## config.mk

```make
export PLATFORM = sky130hd
export DESIGN_NAME = bitop_unit
export DESIGN_NICKNAME = d
export VERILOG_FILES = /design/src/rtl/bitop_pkg.sv /design/src/rtl/bitop_ctrl.sv /design/src/rtl/bitop_dp.sv /design/src/rtl/bitop_unit.sv
export SDC_FILE = /design/constraint.sdc
export NUM_CORES = 1
export LEC_CHECK = 0
export ABC_CLOCK_PERIOD_IN_PS = 3100
export BUFFER_PORTS_ARGS = -buffer_cell sky130_fd_sc_hd__buf_2
export CAP_MARGIN = 40
export CORE_MARGIN = 2
export CORE_UTILIZATION = 40
export CTS_CLUSTER_DIAMETER = 60
export DETAILED_ROUTE_END_ITERATION = 8
export SLEW_MARGIN = 20
export SYNTH_ARGS = -nofsm -noshare
export SYNTH_HDL_FRONTEND = slang
export SYNTH_SLANG_ARGS = --single-unit
```

## constraint.sdc

```tcl
create_clock -name clk -period 3.1 [get_ports clk]
set_input_delay 0.62 -clock clk [delete_from_list [all_inputs] [get_ports clk]]
set_output_delay 0.62 -clock clk [all_outputs]
set_load 0.02 [all_outputs]
```

## src/rtl/bitop_pkg.sv

```systemverilog
package bitop_pkg;

  localparam int OP_W = 4;

  typedef enum logic [3:0] {
    FN_NONE,
    FN_SET,
    FN_CLR,
    FN_INV,
    FN_TEST,
    FN_LOAD,
    FN_STORE,
    FN_AND,
    FN_OR,
    FN_XOR
  } fnKind_t;

  typedef struct packed {
    fnKind_t fn;
    logic    wrBack;
    logic    invBit;
  } bitStrobe_t;

endpackage

```

## src/rtl/bitop_ctrl.sv

```systemverilog
module bitop_ctrl
  import bitop_pkg::*;
(
  input  logic [OP_W-1:0] opCode,
  output bitStrobe_t      strobe
);

  always_comb begin
    strobe.fn     = FN_NONE;
    strobe.wrBack = 1'b0;
    strobe.invBit = 1'b0;
    unique case (opCode)
      4'd0:  begin strobe.fn = FN_SET;   strobe.wrBack = 1'b1; end
      4'd1:  begin strobe.fn = FN_CLR;   strobe.wrBack = 1'b1; end
      4'd2:  begin strobe.fn = FN_INV;   strobe.wrBack = 1'b1; end
      4'd3:  begin strobe.fn = FN_TEST;  end
      4'd4:  begin strobe.fn = FN_LOAD;  end
      4'd5:  begin strobe.fn = FN_LOAD;  strobe.invBit = 1'b1; end
      4'd6:  begin strobe.fn = FN_STORE; strobe.wrBack = 1'b1; end
      4'd7:  begin strobe.fn = FN_STORE; strobe.wrBack = 1'b1; strobe.invBit = 1'b1; end
      4'd8:  begin strobe.fn = FN_AND;   end
      4'd9:  begin strobe.fn = FN_AND;   strobe.invBit = 1'b1; end
      4'd10: begin strobe.fn = FN_OR;    end
      4'd11: begin strobe.fn = FN_OR;    strobe.invBit = 1'b1; end
      4'd12: begin strobe.fn = FN_XOR;   end
      4'd13: begin strobe.fn = FN_XOR;   strobe.invBit = 1'b1; end
      default: begin strobe.fn = FN_NONE; end
    endcase
  end

endmodule

```

## src/rtl/bitop_dp.sv

```systemverilog
module bitop_dp
  import bitop_pkg::*;
#(
  parameter int DATA_W = 8,
  parameter int SEL_W  = 4
) (
  input  logic              clk,
  input  logic              rstN,
  input  logic              opValid,
  input  bitStrobe_t        strobe,
  input  logic [SEL_W-1:0]  bitNum,
  input  logic [DATA_W-1:0] dataIn,
  input  logic              cIn,
  input  logic              zIn,
  output logic              resValid,
  output logic [DATA_W-1:0] dataOut,
  output logic              wrEn,
  output logic              cOut,
  output logic              zOut
);

  localparam int IDX_W = $clog2(DATA_W);

  logic [IDX_W-1:0]  bitIdx;
  logic [DATA_W-1:0] bitMask;
  logic              selBit;
  logic              effBit;
  logic [DATA_W-1:0] nextByte;
  logic              nextC;
  logic              nextZ;

  assign bitIdx  = bitNum[IDX_W-1:0];
  assign bitMask = {{(DATA_W-1){1'b0}}, 1'b1} << bitIdx;
  assign selBit  = |(dataIn & bitMask);
  assign effBit  = selBit ^ strobe.invBit;

  always_comb begin
    nextByte = dataIn;
    nextC    = cIn;
    nextZ    = zIn;
    case (strobe.fn)
      FN_SET:   nextByte = dataIn | bitMask;
      FN_CLR:   nextByte = dataIn & ~bitMask;
      FN_INV:   nextByte = dataIn ^ bitMask;
      FN_TEST:  nextZ    = ~selBit;
      FN_LOAD:  nextC    = effBit;
      FN_STORE: nextByte = (cIn ^ strobe.invBit) ? (dataIn | bitMask)
                                                 : (dataIn & ~bitMask);
      FN_AND:   nextC    = effBit & cIn;
      FN_OR:    nextC    = effBit | cIn;
      FN_XOR:   nextC    = effBit ^ cIn;
      default:  ;
    endcase
  end

  always_ff @(posedge clk) begin
    if (!rstN) begin
      resValid <= 1'b0;
      wrEn     <= 1'b0;
      dataOut  <= '0;
      cOut     <= 1'b0;
      zOut     <= 1'b0;
    end else begin
      resValid <= opValid;
      wrEn     <= opValid & strobe.wrBack;
      if (opValid) begin
        dataOut <= nextByte;
        cOut    <= nextC;
        zOut    <= nextZ;
      end
    end
  end


  wr_without_valid_chk: assert property (@(posedge clk) disable iff (!rstN)
    wrEn |-> resValid);


  byte_kept_chk: assert property (@(posedge clk) disable iff (!rstN)
    (resValid && !wrEn) |-> (dataOut == $past(dataIn)));


  single_bit_chk: assert property (@(posedge clk) disable iff (!rstN)
    resValid |-> ($countones(dataOut ^ $past(dataIn)) <= 1));


  flags_on_write_chk: assert property (@(posedge clk) disable iff (!rstN)
    (resValid && wrEn) |-> (cOut == $past(cIn) && zOut == $past(zIn)));


  hold_when_idle_chk: assert property (@(posedge clk) disable iff (!rstN)
    (!opValid && $past(rstN)) |=> ($stable(dataOut) && $stable(cOut) && $stable(zOut)));

endmodule

```

## src/rtl/bitop_unit.sv

```systemverilog
module bitop_unit
  import bitop_pkg::*;
#(
  parameter int DATA_W = 8,
  parameter int SEL_W  = 4
) (
  input  logic              clk,
  input  logic              rstN,
  input  logic              opValid,
  input  logic [OP_W-1:0]   opCode,
  input  logic [SEL_W-1:0]  bitNum,
  input  logic [DATA_W-1:0] dataIn,
  input  logic              cIn,
  input  logic              zIn,
  output logic              resValid,
  output logic [DATA_W-1:0] dataOut,
  output logic              wrEn,
  output logic              cOut,
  output logic              zOut
);

  bitStrobe_t strobe;

  bitop_ctrl u_ctrl (
    .opCode (opCode),
    .strobe (strobe)
  );

  bitop_dp #(
    .DATA_W (DATA_W),
    .SEL_W  (SEL_W)
  ) u_dp (
    .clk      (clk),
    .rstN     (rstN),
    .opValid  (opValid),
    .strobe   (strobe),
    .bitNum   (bitNum),
    .dataIn   (dataIn),
    .cIn      (cIn),
    .zIn      (zIn),
    .resValid (resValid),
    .dataOut  (dataOut),
    .wrEn     (wrEn),
    .cOut     (cOut),
    .zOut     (zOut)
  );

endmodule

```

==> results of run 1 <==
[kinds of logic after synthesis]
| kind of cell | share of synthesized area, % |
|---|---|
| and+or+nand+nor | 26.3 |
| AOI/OAI and AO/OA | 25.0 |
| buffers and inverters | 8.65 |
| adders and majority gates | 22.3 |
| DFF | 16.4 |
| xor gates and xnor gates | 0.599 |
| muxes | 0.770 |
[layout by cell type (no fill, tap or decap), types with 7 or more instances in the layout]
| master | count |
|---|---|
| a21oi_1 | 9 |
| buf_2 | 31 |
| buf_4 | 9 |
| dfxtp_1 | 12 |
| ha_1 | 26 |
| inv_1 | 16 |
| nand2_1 | 12 |
| nor2_1 | 11 |
| nor2b_1 | 17 |
| nor3_1 | 8 |
| o21ai_0 | 28 |
| o221ai_1 | 7 |
| o22ai_1 | 8 |
[registers in the layout, indices dropped and copies added, names as in the netlist]
| name | flops |
|---|---|
| u_dp.resValid | 1 |
| u_dp.cOut | 1 |
| u_dp.wrEn | 1 |
| u_dp.dataOut | 8 |
| u_dp.zOut | 1 |
[report_power, final]
group | leakage [nW] | internal [mW] | switching (mW) | total [mW]
registers | 0.0998 | 0.167 | 0.00517 | 0.172
logic | 0.709 | 0.0717 | 0.108 | 0.180
clock network | 0.0210 | 0.0716 | 0.0686 | 0.140
total | 0.830 | 0.310 | 0.182 | 0.492
[tightest hold or removal path: stages, from the launching register on]
cell and delay, ps:
dfxtp_1 330, o21ai_0 80, a21oi_1 100
[routing by layer]
metal | vias up | track usage (%)
met5 | - | 0
met4 | 0 | 3.19
met3 | 2 | 3.82
met2 | 35 | 33.2
met1 | 671 | 25.9
li1 | 757 | -
[final cells by class]
type                    instances  area, um2
fillers                       358       1700
multi-input cells             155       1090
flip-flops and latches         12        240
repair buffers                 40        223
inverters                      18       67.6
well taps                      46       57.6
clock buffers                   4       36.3
[path summary, 6_finish.rpt]
kind | start | to | slack (ps) | cells past startpoint
min reg2reg | u_dp.zOut | u_dp.zOut | 540 | 2
max | bitNum[1] | u_dp.cOut | 400 | 13
max reg2reg | u_dp.cOut | u_dp.cOut | 2090 | 3
min | u_dp.zOut | u_dp.zOut | 540 | 2
==> results.yml, run 1 <==
outcome:
  outcome: "finished, final reports clean"
finish:
  antennaDiodeCount: 0
  drive_gt1_share_pct: 21.8
  fin_area_mm2: 0.00172
  syn_to_final_growth_pct: 17.6
  fin_util_pct: 50.3
  finalNonFillerCells: 275
  fin_nets: 277
critical_path:
  worstPathArrival_ps: 2870
  path_cells: "buf_2 -> nand2_1 -> or2_1 -> inv_1 -> ha_1 -> nor4_1 -> nand2_1 -> xor2_1 -> ha_1 -> mux2_1 -> o211ai_1 -> o311a_1 -> o22ai_1"
  path_class: "input port to flop"
  critPathRequiredTime_ps: 3280
  slowest_stage: "nor4_1"
  start_kind: "input port"
  cp_max_fo: 8
  critPathBufInv: 2
  worstSetupEndpointType: "flop"
  cpLargestDelayFamily: "simple AND/OR/NAND/NOR gates"
  slowest_delay_ps: 310
synth:
  syn_inst: 197
  syn_nets: 244
  synth_area_mm2: 0.00146
  yosysTopAreaCellShare_pct: 22.3
  ys_top_cells_by_area: "ha_1 (22%), dfxtp_1 (16%), o21ai_0 (9.6%), nor2b_1 (7.3%), o221ai_1 (4.2%)"
  ys.flop_type: "dfxtp_1"
  synth_common_cells: "o21ai_0 (28), ha_1 (26), nor2b_1 (17)"
  synth_top_area_cell: "ha_1"
  syn_area_per_cell_um2: 7.42
  synth.most_common_cell: "o21ai_0"
  ys_ff_latch: 12
  yosysUniqueCellTypes: 39
  yosys_warnings: 0
  synth_edf_count: 0
  async_reset_ff_share_pct: 0
  ys_seq_area_share_pct: 16.4
power_and_ir_drop:
  vdd_drop_max_v: 0.000180
  power_density_mw_per_mm2: 286
  leakage_nw: 0.830
  power_uw: 492
floorplan:
  core_mm2: 0.00342
  io_pins: 33
  chipHeight_um: 64.4
  start_util_pct: 42.8
  rows: 21
  fp.dieW_um: 64.4
  dieArea_mm2: 0.00415
sta:
  fmax_mhz: 371
  finalSetupViolCount: 0
  fin_crit_ps: 2700
  holdWs_ps: 545
  worst_pin_slew_ps: 531
  fin_crit_sh_pct: 86.9
  relSlewSlack_pct: 64.4
  rsz0062_at_grt: "no"
  report.final.slew_viol_count: 0
  skew_ps: 0
  hold_violations: 0
  fin_setup_tns_ps: 0
  setup_slack_ps: 405
clocking:
  cts_made_buffers: 3
  clock_path_buffers: 2
  post_cts_buffers: 0
  cts_resized: 0
  clock_latency_ps: 290
  cts-root-buf: "clkbuf_4"
  cts_hold_buf: 0
  cts_tree: "yes"
  htreeDepth: 1
  clk_pin_slew_worst_paths_ps: 100
  clkSinkCount: 12
route:
  num_vias: 1465
  vias_per_cell: 5.33
  wl_um: 3690
  first_iter_violations: 46
  met3_length_um: 176
  met1_length_um: 1800
  ant_nets: 0
  wire_per_inst_um: 13.4
  drc: 0
  dr.pass1.iters: 4
  highest_layer: "met4"
  wl_met2_um: 1700
placed_design:
  globalplace.congestion: 0.778
  post-place-ws_ps: 65.9
  place_inst: 271
  postPlaceCellArea_mm2: 0.00168
  port_buffers: 31
  hpwl_um: 2580
global_routing:
  grt_max_degree: 27
  grt_overflow_total: 0
  antenna_found_initial: 0
  track_usage_pct: 19.5
  grt_pass1_wl_um: 6350
  first_global_vias: 1338
min_path:
  min_path_type: "flop to flop"
run:
  cap_violations: 0
No activity file was read; power rests on OpenSTA's default activity.
==> inputs of run 2 (changes only) <==
--- a/config.mk
+++ b/config.mk
@@ -5,9 +5,9 @@
 export SDC_FILE = /design/constraint.sdc
 export NUM_CORES = 1
 export LEC_CHECK = 0
-export ABC_CLOCK_PERIOD_IN_PS = 3100
+export ABC_CLOCK_PERIOD_IN_PS = 3400
 export BUFFER_PORTS_ARGS = -buffer_cell sky130_fd_sc_hd__buf_2
-export CAP_MARGIN = 40
+export CAP_MARGIN = 10
 export CORE_MARGIN = 2
 export CORE_UTILIZATION = 40
 export CTS_CLUSTER_DIAMETER = 60
==> constraint.sdc (replaced) <==
create_clock -name clk -period 3.4 [get_ports clk]
set_input_delay 0.68 -clock clk [delete_from_list [all_inputs] [get_ports clk]]
set_output_delay 0.68 -clock clk [all_outputs]
set_load 0.02 [all_outputs]
==> results.yml, run 2 (synthesis gave the netlist of run 1 again) <==
critical_path:
  slowest_stage: "nor4_1"
  worstSetupEndpointType: "flop"
  worstPathArrival_ps: 3040
  reg2reg_depth: 3
  cp_max_fo: 8
  critPathRequiredTime_ps: 3570
  slowest_delay_ps: 310
  path_class: "input port to flop"
  path_cells: "buf_2 -> or3b_1 -> inv_2 -> ha_1 -> nor4_1 -> nand2_1 -> xor2_1 -> ha_1 -> mux2_1 -> o211ai_1 -> o311a_1 -> o22ai_1"
  start_kind: "input port"
  cpMostUsedCell: "ha_1"
  ff2ff_setup_slack_ps: 2420
sta:
  hold_violations: 0
  rsz0062_at_grt: "no"
  relSlewSlack_pct: 63.5
  skew_ps: 0
  fin_crit_ps: 2870
  report.final.slew_viol_count: 0
  finalSetupViolCount: 0
  fmax_mhz: 349
  fin_crit_sh_pct: 84.3
  holdWs_ps: 536
  worst_pin_slew_ps: 546
  fin_setup_tns_ps: 0
clocking:
  cts_made_buffers: 3
  clk_pin_slew_worst_paths_ps: 90
  clkSinkCount: 12
  cts_resized: 0
  cts-root-buf: "clkbuf_4"
  cts_hold_buf: 0
  htreeDepth: 1
  cts_tree: "yes"
  clock_latency_ps: 290
  post_cts_buffers: 0
  clock_path_buffers: 2
placed_design:
  port_buffers: 31
  postPlaceCellArea_mm2: 0.00162
  hpwl_um: 2480
  globalplace.congestion: 0.801
global_routing:
  antenna_found_initial: 0
  grt_overflow_total: 0
  use_met3_pct: 4.34
  track_usage_pct: 18.7
  first_global_vias: 1359
  gr-usage-met1_pct: 24.8
  grt_pass1_wl_um: 6130
  top_usage_layer: "met2"
  grt_max_degree: 28
  grt_util_met2_pct: 31.6
power_and_ir_drop:
  vdd_drop_max_v: 0.000143
  combPwrFrac_pct: 35.7
  power_switching_uw: 162
  power_density_mw_per_mm2: 265
  swShare_pct: 37.0
  power_uw: 438
  leakage_nw: 0.790
  internal_power_uw: 276
  clockPowerShare_pct: 28.5
  pwr-share-seq_pct: 35.9
route:
  ant_nets: 0
  dr.pass1.iters: 4
  wl_um: 3570
  drc: 0
  num_vias: 1418
  wire_per_inst_um: 13.4
  first_iter_violations: 41
  vias_per_cell: 5.33
floorplan:
  start_util_pct: 42.8
  io_pins: 33
  dieArea_mm2: 0.00415
  rows: 21
  core_mm2: 0.00342
  chipHeight_um: 64.4
  fp.dieW_um: 64.4
finish:
  antennaDiodeCount: 0
  fillers: 363
  final_common_cell: "buf_2"
  syn_to_final_growth_pct: 13.0
  fin_nets: 268
  fin_area_mm2: 0.00165
  largest_reg_flops: 8
  drive_gt1_share_pct: 18.6
  final_cell_mix: "buf_2 (31), o21ai_0 (28), ha_1 (26)"
  regMostFlops: "u_dp.dataOut"
min_path:
  min_path_type: "flop to flop"
  holdPathStages: 2
outcome:
  outcome: "finished, final reports clean"
run:
  cap_violations: 0
==> run 2: cell types whose count changed in the layout (fill, tap and decap cells not counted) <==
| cell | delta |
|---|---|
| buf_4 | -9 |
==> run 2: worst max-delay path, delay by kind of cell <==
| kind | cells | cell delay (ps) |
|---|---|---|
| simple gates | 3 | 720 |
| fa+ha+maj | 2 | 450 |
| compound gates | 3 | 410 |
| xor+xnor | 1 | 290 |
| mux | 1 | 290 |
| buf+inv | 2 | 200 |
==> run 2: per-stage QoR <==
step / worst slack, ps / std cells / util (%)
4_1_cts: 499 / 266 / 48.4
2_1_floorplan: 682 / 197 / -
3_3_place_gp: 206 / 262 / 47.3
5_1_grt: 338 / 266 / 48.4
6_report: 534 / 266 / 48.4
3_5_place_dp: 194 / 262 / 47.3
==> run 2: final cells by class <==
type,count,area (um2),share of cell area [%]
Multi-Input combinational cell,155,1090,66.3
Sequential cell,12,240,14.5
Timing Repair Buffer,31,155,9.39
Inverter,18,67.6,4.09
Tap cell,46,57.6,3.48
Clock buffer,4,36.3,2.20
==> run 2: power by group through the flow <==
stage | logic [mW] | registers [mW] | clock network (mW)
global placement | 0.156 | 0.160 | 0
floorplan | 0.0938 | 0.175 | 0
finish | 0.156 | 0.157 | 0.125
CTS | 0.157 | 0.157 | 0.129
detailed placement | 0.156 | 0.160 | 0
global route | 0.179 | 0.159 | 0.138
==> run 2: worst paths after layout <==
path	from	end
max	bitNum[2]	u_dp.cOut
min	u_dp.zOut	u_dp.zOut
max reg2reg	u_dp.cOut	u_dp.cOut
min reg2reg	u_dp.zOut	u_dp.zOut
==> run 2: per-layer routing <==
layer,part of all wire [%],up-vias
met3,4.3,2
met5,0,-
met4,0.22,0
met2,44,34
met1,51,641
li1,-,741
